===== src/rtl/spi_fifo_irq_pkg.sv =====
package spi_fifo_irq_pkg;

  localparam int NSTAT = 12;

  localparam int ST_XDONE    = 0;
  localparam int ST_XRDY     = 1;
  localparam int ST_RX_RDY   = 2;
  localparam int ST_TX_RDY   = 3;
  localparam int ST_RX_EMPTY = 4;
  localparam int ST_RX_FULL  = 5;
  localparam int ST_TX_EMPTY = 6;
  localparam int ST_TX_FULL  = 7;
  localparam int ST_RX_UDF   = 8;
  localparam int ST_RX_OVF   = 9;
  localparam int ST_TX_UDF   = 10;
  localparam int ST_TX_OVF   = 11;

  function automatic logic [7:0] occ_bytes(logic [7:0] words, logic [7:0] bpw);
    return words * bpw;
  endfunction

  function automatic logic rx_is_ready(logic [7:0] bytes, logic [7:0] thr);
    return bytes > thr;
  endfunction

  function automatic logic tx_is_ready(logic [7:0] bytes, logic [7:0] cap, logic [7:0] thr);
    return (cap - bytes) > thr;
  endfunction

  function automatic logic [NSTAT-1:0] rising(logic [NSTAT-1:0] now, logic [NSTAT-1:0] prev);
    return now & ~prev;
  endfunction

  function automatic logic [NSTAT-1:0] cause_next(logic [NSTAT-1:0] cur,
                                                  logic [NSTAT-1:0] rise,
                                                  logic [NSTAT-1:0] clr);
    return (cur & ~clr) | rise;
  endfunction

endpackage


===== src/rtl/spi_fifo_track.sv =====
module spi_fifo_track #(
  parameter int WORD_W = 32,
  parameter int DEPTH  = 2,
  localparam int PTR_W = (DEPTH > 1) ? $clog2(DEPTH) : 1,
  localparam int CNT_W = $clog2(DEPTH + 1)
) (
  input  logic              clk,
  input  logic              rst_n,
  input  logic              clear,
  input  logic              push,
  input  logic [WORD_W-1:0] wdata,
  input  logic              pop,
  output logic [WORD_W-1:0] rdata,
  output logic [CNT_W-1:0]  count,
  output logic              full,
  output logic              empty,
  output logic              ovf,
  output logic              udf,
  output logic              push_ok,
  output logic              pop_ok
);

  logic [WORD_W-1:0] mem [DEPTH];
  logic [PTR_W-1:0]  wr_ptr, rd_ptr;

  assign full    = (count == CNT_W'(DEPTH));
  assign empty   = (count == '0);
  assign push_ok = push && !clear && (!full || pop);
  assign pop_ok  = pop && !clear && !empty;
  assign rdata   = mem[rd_ptr];

  function automatic logic [PTR_W-1:0] adv(logic [PTR_W-1:0] p);
    return (p == PTR_W'(DEPTH - 1)) ? '0 : p + PTR_W'(1);
  endfunction

  always_ff @(posedge clk) begin
    if (push_ok) mem[wr_ptr] <= wdata;
  end

  always_ff @(posedge clk or negedge rst_n) begin
    if (!rst_n) begin
      wr_ptr <= '0;
      rd_ptr <= '0;
      count  <= '0;
      ovf    <= 1'b0;
      udf    <= 1'b0;
    end else if (clear) begin
      wr_ptr <= '0;
      rd_ptr <= '0;
      count  <= '0;
      ovf    <= 1'b0;
      udf    <= 1'b0;
    end else begin
      if (push_ok) wr_ptr <= adv(wr_ptr);
      if (pop_ok)  rd_ptr <= adv(rd_ptr);
      if (push_ok && !pop_ok)      count <= count + CNT_W'(1);
      else if (pop_ok && !push_ok) count <= count - CNT_W'(1);
      if (push && full && !pop) ovf <= 1'b1;
      if (pop && empty)         udf <= 1'b1;
    end
  end

endmodule


===== src/rtl/spi_irq_cause.sv =====
module spi_irq_cause
  import spi_fifo_irq_pkg::*;
(
  input  logic             clk,
  input  logic             rst_n,
  input  logic [NSTAT-1:0] status,
  input  logic             clr_we,
  input  logic [NSTAT-1:0] clr_bits,
  input  logic             mask_we,
  input  logic [NSTAT-1:0] mask_wdata,
  output logic [NSTAT-1:0] cause,
  output logic [NSTAT-1:0] mask,
  output logic             irq,
  output logic [NSTAT-1:0] rise
);

  logic [NSTAT-1:0] status_q;
  logic             primed;

  assign rise = primed ? rising(status, status_q) : '0;

  always_ff @(posedge clk or negedge rst_n) begin
    if (!rst_n) begin
      status_q <= '0;
      primed   <= 1'b0;
      cause    <= '0;
      mask     <= '0;
      irq      <= 1'b0;
    end else begin
      status_q <= status;
      primed   <= 1'b1;
      cause    <= cause_next(cause, rise, clr_we ? clr_bits : '0);
      if (mask_we) mask <= mask_wdata;
      irq      <= |(cause & mask);
    end
  end

endmodule


===== src/rtl/spi_fifo_irq_unit.sv =====
module spi_fifo_irq_unit
  import spi_fifo_irq_pkg::*;
#(
  parameter int WORD_W      = 32,
  parameter int DEPTH_WORDS = 2,
  parameter int BYTES_PW    = 4,
  parameter int THR_W       = 3,
  localparam int CNT_W      = $clog2(DEPTH_WORDS + 1),
  localparam int CAP_BYTES  = DEPTH_WORDS * BYTES_PW
) (
  input  logic              clk,
  input  logic              rst_n,
  input  logic              tx_push,
  input  logic [WORD_W-1:0] tx_wdata,
  input  logic              tx_pop,
  output logic [WORD_W-1:0] tx_rdata,
  input  logic              rx_push,
  input  logic [WORD_W-1:0] rx_wdata,
  input  logic              rx_pop,
  output logic [WORD_W-1:0] rx_rdata,
  input  logic [THR_W-1:0]  rx_thr,
  input  logic [THR_W-1:0]  tx_thr,
  input  logic              xfer_done,
  input  logic              xfer_rdy,
  input  logic              flush_req,
  output logic              flush_busy,
  input  logic              cause_clr_we,
  input  logic [NSTAT-1:0]  cause_clr_bits,
  input  logic              mask_we,
  input  logic [NSTAT-1:0]  mask_wdata,
  output logic [NSTAT-1:0]  status,
  output logic [NSTAT-1:0]  cause,
  output logic              irq
);

  logic [CNT_W-1:0] tx_cnt, rx_cnt;
  logic tx_full, tx_empty, tx_ovf, tx_udf, tx_push_ok, tx_pop_ok;
  logic rx_full, rx_empty, rx_ovf, rx_udf, rx_push_ok, rx_pop_ok;
  logic [7:0] tx_bytes, rx_bytes;
  logic tx_ready, rx_ready;
  logic [NSTAT-1:0] irq_mask, irq_rise;

  // Flush: requested at one edge, applied and self-cleared at the next.
  always_ff @(posedge clk or negedge rst_n) begin
    if (!rst_n)          flush_busy <= 1'b0;
    else if (flush_req)  flush_busy <= 1'b1;
    else                 flush_busy <= 1'b0;
  end

  spi_fifo_track #(.WORD_W(WORD_W), .DEPTH(DEPTH_WORDS)) u_txq (
    .clk(clk), .rst_n(rst_n), .clear(flush_busy),
    .push(tx_push), .wdata(tx_wdata), .pop(tx_pop), .rdata(tx_rdata),
    .count(tx_cnt), .full(tx_full), .empty(tx_empty),
    .ovf(tx_ovf), .udf(tx_udf), .push_ok(tx_push_ok), .pop_ok(tx_pop_ok)
  );

  spi_fifo_track #(.WORD_W(WORD_W), .DEPTH(DEPTH_WORDS)) u_rxq (
    .clk(clk), .rst_n(rst_n), .clear(flush_busy),
    .push(rx_push), .wdata(rx_wdata), .pop(rx_pop), .rdata(rx_rdata),
    .count(rx_cnt), .full(rx_full), .empty(rx_empty),
    .ovf(rx_ovf), .udf(rx_udf), .push_ok(rx_push_ok), .pop_ok(rx_pop_ok)
  );

  assign tx_bytes = occ_bytes(8'(tx_cnt), 8'(BYTES_PW));
  assign rx_bytes = occ_bytes(8'(rx_cnt), 8'(BYTES_PW));
  assign rx_ready = rx_is_ready(rx_bytes, 8'(rx_thr));
  assign tx_ready = tx_is_ready(tx_bytes, 8'(CAP_BYTES), 8'(tx_thr));

  always_comb begin
    status              = '0;
    status[ST_XDONE]    = xfer_done;
    status[ST_XRDY]     = xfer_rdy;
    status[ST_RX_RDY]   = rx_ready;
    status[ST_TX_RDY]   = tx_ready;
    status[ST_RX_EMPTY] = rx_empty;
    status[ST_RX_FULL]  = rx_full;
    status[ST_TX_EMPTY] = tx_empty;
    status[ST_TX_FULL]  = tx_full;
    status[ST_RX_UDF]   = rx_udf;
    status[ST_RX_OVF]   = rx_ovf;
    status[ST_TX_UDF]   = tx_udf;
    status[ST_TX_OVF]   = tx_ovf;
  end

  spi_irq_cause u_irq (
    .clk(clk), .rst_n(rst_n), .status(status),
    .clr_we(cause_clr_we), .clr_bits(cause_clr_bits),
    .mask_we(mask_we), .mask_wdata(mask_wdata),
    .cause(cause), .mask(irq_mask), .irq(irq), .rise(irq_rise)
  );

endmodule


===== config.mk =====
export PLATFORM = sky130hd
export DESIGN_NAME = spi_fifo_irq_unit
export DESIGN_NICKNAME = d
export VERILOG_FILES = /design/src/rtl/spi_fifo_irq_pkg.sv /design/src/rtl/spi_fifo_track.sv /design/src/rtl/spi_irq_cause.sv /design/src/rtl/spi_fifo_irq_unit.sv
export SDC_FILE = /design/constraint.sdc
export NUM_CORES = 1
export LEC_CHECK = 0
export ABC_AREA = 1
export BUFFER_PORTS_ARGS = -buffer_cell sky130_fd_sc_hd__buf_4
export CORE_ASPECT_RATIO = 1.2
export CORE_MARGIN = 2
export CORE_UTILIZATION = 56
export CTS_CLUSTER_DIAMETER = 40
export CTS_CLUSTER_SIZE = 40
export DETAILED_ROUTE_END_ITERATION = 10
export PLACE_DENSITY = 0.85
export SLEW_MARGIN = 20
export SYNTH_ARGS = -nofsm -noshare
export SYNTH_HDL_FRONTEND = slang
export SYNTH_HIERARCHICAL = 1
export SYNTH_SLANG_ARGS = --single-unit

===== constraint.sdc =====
create_clock -name clk -period 4.15 [get_ports clk]
set_clock_uncertainty 0.15 [all_clocks]
set_input_delay 0.6225 -clock clk [delete_from_list [all_inputs] [get_ports clk]]
set_output_delay 0.6225 -clock clk [all_outputs]
set_load 0.1 [all_outputs]

# Word-level counts from Yosys, hierarchy flattened
# Memories as Yosys holds them, arrays and structs flattened.
# Index checks and enable logic that the tools add are counted.
word_totals:
  ff_bits: 51
  ram_bits: 128
  in_bits: 105
  out_inout_bits: 90
  n_memories: 2
mem_list:
  columns: ["memory", "depth", "word_bits", "rd", "rd_ports_with_merged_regs", "write_ports", "line_no", "rtl"]
  rows:
  - ["u_rxq.mem", 2, 32, 1, 0, 1, "spi_fifo_track.sv:23", "logic [WORD_W-1:0] mem [DEPTH];"]
  - ["u_txq.mem", 2, 32, 1, 0, 1, "spi_fifo_track.sv:23", null]
op_classes:
  add_sub_neg: 9
  n_lt_le_gt_ge: 2
  n_eq_ne: 2
  mux: 33
  bitwise: 6
  reduce_logical: 44
ops:
  columns: ["cell", "n"]
  rows:
  - ["AND 12 bit", 3]
  - ["2-to-1 mux 1 bit", 25]
  - ["2-to-1 mux 12 bit", 2]
  - ["NOT 12 bit", 2]
  - ["logical AND 1 bit", 18]
  - ["nonzero test 2 bit", 8]
  - ["2-to-1 mux 2 bit", 6]
  - ["OR 12 bit", 1]
  - ["OR reduction 12 bit", 1]
  - ["logical NOT 1 bit", 11]
  - ["greater-than comparator 8 x 3 -> 1 bit", 1]
  - ["nonzero test 3 bit", 2]
  - ["subtractor 4 x 4 -> 5 bit (first input constant)", 1]
  - ["adder 1 bit (second input constant)", 4]
  - ["adder 2 x 1 -> 2 bit (second input constant)", 2]
  - ["== test 2 bit (second input constant)", 2]
  - ["greater-than comparator 4 x 3 -> 1 bit", 1]
  - ["logical NOT 2 bit", 2]
  - ["subtractor 2 x 1 -> 2 bit (second input constant)", 2]
  - ["logical OR 1 bit", 2]

# Logic depth before layout (Yosys ltp)
# Gate-level depths: netlist (run 1).
logic_depth:
  depth_word: 9
  depth_mapped: 8
  ltp_nobuf: 7

# By module
# Netlist (run 1), hierarchy kept.
modules_own_cells:
  columns: ["mod", "n_inst", "cells_each", "area_per_inst_um2", "seq_area_each_um2"]
  rows:
  - ["spi_fifo_track (u_rxq)", 1, 146, 2687.6, 2072.0]
  - ["spi_fifo_track (u_txq)", 1, 146, 2671.3, 2072.0]
  - ["spi_irq_cause", 1, 150, 1510.2, 950.9]
  - ["spi_fifo_irq_unit", 1, 30, 207.7, 25.0]

# Worst setup path after synthesis (run 1)
# OpenSTA, ideal clock, no wires.
synth_timing:
  kind: "flip-flop to flip-flop"
  from: "register flush_busy"
  to: "memory u_txq.mem[0][0], enable pin"
  setup_time_ns: 0.421
  arrival_ns: 2.680
  required_time_ns: 3.579
  setup_slack_ns: 0.899
  stages_incl_launch_ff: 4
  period_less_slack_ns: 3.251
  cell_sequence: "dfrtp_1 > nor2_1 > nand2_2 > nor2_1"
synth_between:
  elab_chain_cells: 5
synth_rtl:
  columns: ["element", "line_no", "rtl"]
  rows:
  - ["from (decl)", "spi_fifo_irq_unit.sv:26", "output logic flush_busy,"]
  - ["from (signal assigned)", "spi_fifo_irq_unit.sv:45", "if (!rst_n) flush_busy <= 1'b0;"]
  - ["from (signal assigned)", "spi_fifo_irq_unit.sv:46", "else if (flush_req) flush_busy <= 1'b1;"]
  - ["from (signal assigned)", "spi_fifo_irq_unit.sv:47", "else flush_busy <= 1'b0;"]
  - ["logical NOT 1 bit", "spi_fifo_track.sv:28", "assign push_ok = push && !clear && (!full || pop);"]
  - ["logical AND 1 bit (2 in series)", "spi_fifo_track.sv:28", null]
  - ["2-to-1 mux 1 bit", "spi_fifo_track.sv:37", "if (push_ok) mem[wr_ptr] <= wdata;"]
  - ["2-to-1 mux 1 bit (not written as such)", "spi_fifo_track.sv:37", null]
  - ["to (decl)", "spi_fifo_track.sv:23", null]
# No other way between the ends.

# Final worst setup path (run 1)
layout_timing:
  from: "register u_rxq.count[0]"
  to: "output port status[2]"
layout_between:
  elab_chain_cells: 1
layout_rtl:
  columns: ["element", "line_no", "rtl"]
  rows:
  - ["from (decl)", "spi_fifo_track.sv:14", "output logic [CNT_W-1:0] count,"]
  - ["from (signal assigned)", "spi_fifo_track.sv:56", "if (push_ok && !pop_ok) count <= count + CNT_W'(1);"]
  - ["from (signal assigned)", "spi_fifo_track.sv:57", "else if (pop_ok && !push_ok) count <= count - CNT_W'(1);"]
  - ["greater-than comparator 4 x 3 -> 1 bit", "spi_fifo_irq_pkg.sv:23", "return bytes > thr;"]
  - ["to (decl)", "spi_fifo_irq_unit.sv:31", "output logic [NSTAT-1:0] status,"]
# No other way between the ends.

==> reports/metrics.cfg, run 1 <==
[sta]
worst_pin_slew_ns=0.6997
setup_viol=0
period_share=0.6522
fin_setup_tns_ns=0
fmax_mhz=369.5
drv_slew=0
hold_violations=0
max_slew_margin=0.5335
grt_setup_unrepaired=no
fin_crit_ns=2.707

[power]
peakVddDrop_mv=0.3167
power_leakage_nw=3.858
power_density_nw_per_um2=547.1

[worst_hold_path]
min_path_type=in -> async

[clock_network]
post_cts_buffers=0
numCtsBuffers=17
cts_resized=0
clock-sinks=179
cts_hold_buf=0
tritoncts=yes
cts_root_buffer=clkbuf_16
cts-htree-levels=4
cts.path.max_buffers=2
clk_pin_slew_ns=0.06
insertion_delay_ns=0.42

[grt]
top_usage_layer=met2
use_met1=0.2471
antenna_found_initial=0
grt_pass1_vias=4355
grt_pass1_wl_mm=21.54
grt_overflow_total=0
grt_util_met3=0.06680
gr-usage-all-layers=0.2131
grt_util_met2=0.3575
grt_max_degree=52

[floorplanning]
start_util=0.5773
core_area_sq_um=12170
dieArea_sq_um=13460
fp.dieW_um=106.2
die_height_um=126.7
num_io_pins=195
fp-row-count=44

[run]
cap_violations=0

[cells_and_area]
areaGrowthSynthToFinish_pct=29.94
layout.nets=759
n_fill_cell=769
antenna-diode-count=0
drive_above_1_share=0.4654
multi_input_area_sq_um=1624
regArea_sq_um=5121
design_area_sq_um=9128

[placement]
hpwlAfterDp_mm=9.576
gp_congestion=0.7795
dpl-instance-area_sq_um=8522
io_buffers=194

[yosys]
synth_nets=566
syn-instance-count=458
ys_warn_count=6
netlist_area_sq_um=7024
syn_area_per_cell_sq_um=15.34

[route]
dr.pass1.iters=6
wl_mm=13.73
vias=4191
drt_iter0_drc=253
avgRoutedWirePerCell_um=16.64
drc=0
antenna_left=0
vias_per_cell=5.080

[critical_path]
start_kind=register
critical_path_arrival_ns=1.93
worst-setup-path-type=reg -> out
worst-endpoint-required_ns=3.38
r2r_cells=4
path_max_fanout=9
crit_path_end_kind=output pin

[status]
status=completed

power breakdown:
part,switching (mW),internal (mW)
Sequential,0.0756,2.04
Combinational,0.961,0.312
Clock,0.652,0.954
worst max-delay path, stage by stage, from the launching register on:
cell	delay, ns
dfrtp_1	0.55
ha_1	0.30
inv_1	0.05
nor2_1	0.03
a21oi_1	0.22
buf_4	0.35
registers in the layout, summed over array words and instances, names as in the netlist, 2 cells and up:
name,cells
u_irq/mask,12
u_irq/status_q,12
u_irq/cause,12
u_txq/mem,64
u_rxq/mem,64
u_txq/count,2
u_rxq/count,2
cell type report:
class | count | area share
sequential | 179 | 0.5611
clock buffer | 18 | 0.04702
clock inverter | 14 | 0.01919
tap | 161 | 0.02207
inverter | 22 | 0.009047
timing repair buffer | 199 | 0.1637
multi-input combinational | 232 | 0.1779
worst paths after layout:
kind / startpoint / endpoint / slack (ns)
worst max-delay path: u_rxq/count[0] / status[2] / 1.44
worst min-delay path: rst_n / u_rxq/wr_ptr / 0.06
worst max register to register: flush_busy / u_txq/mem[1][20] / 2.13
worst min register to register: u_rxq/ovf / u_irq/status_q[9] / 0.28
max in group asynchronous: rst_n / u_txq/rd_ptr / 3.33
min in group clk: flush_req / flush_busy / 0.16
routing by layer:
metal / vias to the layer above / part of all wire
met4: 0 / 0.030
met3: 28 / 0.071
li1: 1995 / -
met2: 167 / 0.51
met1: 2001 / 0.39
met5: - / 0
placed cells by master, fill, tap and decap left out, types with 3 or more instances in the layout:
| master | n |
|---|---|
| a21oi_1 | 3 |
| edfxtp_1 | 128 |
| nand4_1 | 6 |
| clkinvlp_4 | 3 |
| mux2_4 | 10 |
| nand2_2 | 3 |
| buf_4 | 199 |
| ha_1 | 3 |
| nor2_1 | 27 |
| bufinv_16 | 3 |
| nand2_1 | 80 |
| nor2_2 | 8 |
| nand3_1 | 10 |
| mux2_1 | 16 |
| inv_1 | 20 |
| inv_6 | 5 |
| clkbuf_16 | 17 |
| dfrtp_1 | 50 |
| mux2_2 | 50 |
metrics by stage:
step	utilization	power [mW]	hold WS, ns	setup WS, ns	std cells
5_1_grt	0.7502	5.166	0.1052	1.297	825
3_3_place_gp	0.7004	3.401	0.2674	1.619	793
3_5_place_dp	0.7004	3.427	0.2678	1.510	793
6_report	0.7502	4.994	0.06489	1.443	825
2_1_floorplan	-	3.144	0.1769	0.9088	458
4_1_cts	0.7501	5.042	0.08038	1.045	825
No activity file was read; power rests on OpenSTA's default activity.
==> run 2: changes to the inputs <==
--- a/config.mk
+++ b/config.mk
@@ -9,11 +9,11 @@
 export BUFFER_PORTS_ARGS = -buffer_cell sky130_fd_sc_hd__buf_4
 export CORE_ASPECT_RATIO = 1.2
 export CORE_MARGIN = 2
-export CORE_UTILIZATION = 56
+export CORE_UTILIZATION = 52
 export CTS_CLUSTER_DIAMETER = 40
 export CTS_CLUSTER_SIZE = 40
 export DETAILED_ROUTE_END_ITERATION = 10
-export PLACE_DENSITY = 0.85
+export PLACE_DENSITY = 0.79
 export SLEW_MARGIN = 20
 export SYNTH_ARGS = -nofsm -noshare
 export SYNTH_HDL_FRONTEND = slang
==> constraint.sdc (replaced) <==
create_clock -name clk -period 2.7 [get_ports clk]
set_clock_uncertainty 0.15 [all_clocks]
set_input_delay 0.405 -clock clk [delete_from_list [all_inputs] [get_ports clk]]
set_output_delay 0.405 -clock clk [all_outputs]
set_load 0.1 [all_outputs]
==> run 2 against run 1 <==
Effect of this change: clock power rose by 61%; register-to-register slack got worse by 1.4 ns; cell count rose by 6.2%.
==> reports/metrics.cfg, run 2 (synthesized netlist as in run 1, its figures left out) <==
[route]
vias=4428
avgRoutedWirePerCell_um=17.27
drc=0
wl_mm=15.13
drt_iter0_drc=271
vias_per_cell=5.055
dr.pass1.iters=5
antenna_left=0

[cells_and_area]
layout.nets=804
layout_commonest_cell=buf_4
finalNonFillerCells=876
design_area_sq_um=9614
antenna-diode-count=0
areaGrowthSynthToFinish_pct=36.87
drive_above_1_share=0.4379
n_fill_cell=835
mostFrequentLayoutCells=201 x buf_4, 128 x edfxtp_1, 80 x nand2_1
top_regs=u_rxq/mem: 64 flops, u_txq/mem: 64 flops
fin_util=0.7263

[floorplanning]
fp.dieW_um=110.1
num_io_pins=195
die_height_um=131.3
start_util=0.5306
dieArea_sq_um=14460
core_area_sq_um=13240
fp-row-count=46

[critical_path]
start_kind=register
worst-setup-path-type=reg -> out
r2r-end=u_rxq/mem[0][18]
crit_start=u_rxq/count[0]
rrSetupSlack_ns=0.77
crit_path_end_kind=output pin
r2r_cells=5
critical_path_arrival_ns=1.96
worst-endpoint-required_ns=2.14
rr_startpoint=flush_busy
path_max_fanout=9
crit_end=status[2]

[sta]
whs_ns=0.02051
drv_slew=0
period_share=0.9321
setup_ws_ns=0.1833
setup_viol=0
fin_crit_ns=2.517
hold_violations=0
grt_setup_unrepaired=no
max_slew_margin=0.5821
worst_pin_slew_ns=0.6269
fmax_mhz=397.3

[power]
p_sw_frac=0.3373
pwr-share-clk=0.329
power_density_nw_per_um2=818.7
peakVddDrop_mv=0.5049
p_switching_mw=2.655
p_comb_frac=0.261
seqPwrFrac=0.410
p_int_mw=5.217
power_leakage_nw=4.060

[grt]
grt_pass1_wl_mm=22.91
antenna_found_initial=0
gr-usage-all-layers=0.2115
grt_max_degree=52
grt_overflow_total=0
grt_pass1_vias=4638

[clock_network]
numCtsBuffers=17
insertion_delay_ns=0.42
clk_pin_slew_ns=0.06
cts_hold_buf=36
cts_root_buffer=clkbuf_16
post_cts_buffers=0
cts.path.max_buffers=2
clock-sinks=179
cts_resized=0
cts-htree-levels=4
tritoncts=yes

[placement]
dpl-instance-area_sq_um=8556
dpl_worst_slack_ns=0.6334
io_buffers=194
hpwlAfterDp_mm=9.698
gp_congestion=0.7833
numPlacedInstances=802

[run]
cap_violations=0

[worst_hold_path]
min_path_type=in -> reg

[status]
status=completed

run 2: cell type report:
cell class / count / area, sq um / area share
clock buffers: 17 / 425.4 / 0.04425
clock inverters: 14 / 202.7 / 0.02108
inverters: 22 / 82.58 / 0.008589
multi-input cells: 232 / 1634 / 0.1700
flip-flops and latches: 179 / 5120 / 0.5325
well taps: 168 / 210.2 / 0.02186
repair buffers: 244 / 1939 / 0.2017
run 2: worst max-delay path, cell delays in order (launching register included):
cell     delay, ns
dfrtp_1       0.56
ha_1          0.31
inv_1         0.05
nor2_1        0.03
a21oi_1       0.24
buf_4         0.34
run 2: how the worst min path moves through the flow:
stage            startpoint                 end  slack, ns  cells after the start
5_1_grt         tx_wdata[7]     u_txq/mem[0][7]     -0.002                      1
2_1_floorplan         rst_n          flush_busy      -0.04                      0
6_report       rx_wdata[29]    u_rxq/mem[0][29]       0.02                      1
4_1_cts        tx_wdata[27]    u_txq/mem[0][27]     0.0001                      1
3_5_place_dp      u_txq/udf  u_irq/status_q[10]       0.28                      0
3_3_place_gp      u_rxq/ovf   u_irq/status_q[9]       0.27                      0
run 2: metal layers:
metal	up-vias	share of wire	global-route usage
met1	2142	0.36	0.2215
met5	-	0	0
met4	0	0.020	0.09306
met2	182	0.54	0.3749
met3	31	0.072	0.07192
li1	2073	-	-
run 2: power by group through the flow:
stage	Clock [mW]	Sequential, mW	Combinational [mW]
2_1_floorplan	0	3.52	1.31
3_3_place_gp	0	3.27	1.98
3_5_place_dp	0	3.28	2.00
4_1_cts	2.63	3.22	2.05
5_1_grt	2.76	3.24	2.14
6_report	2.59	3.23	2.06
run 2: metrics by stage:
step                      total power [mW]  setup TNS (ns)
after floorplan                      4.834          -32.15
after global placement               5.244               0
after detailed placement             5.281               0
after CTS                            7.904               0
after global routing                 8.139               0
final                                7.871               0
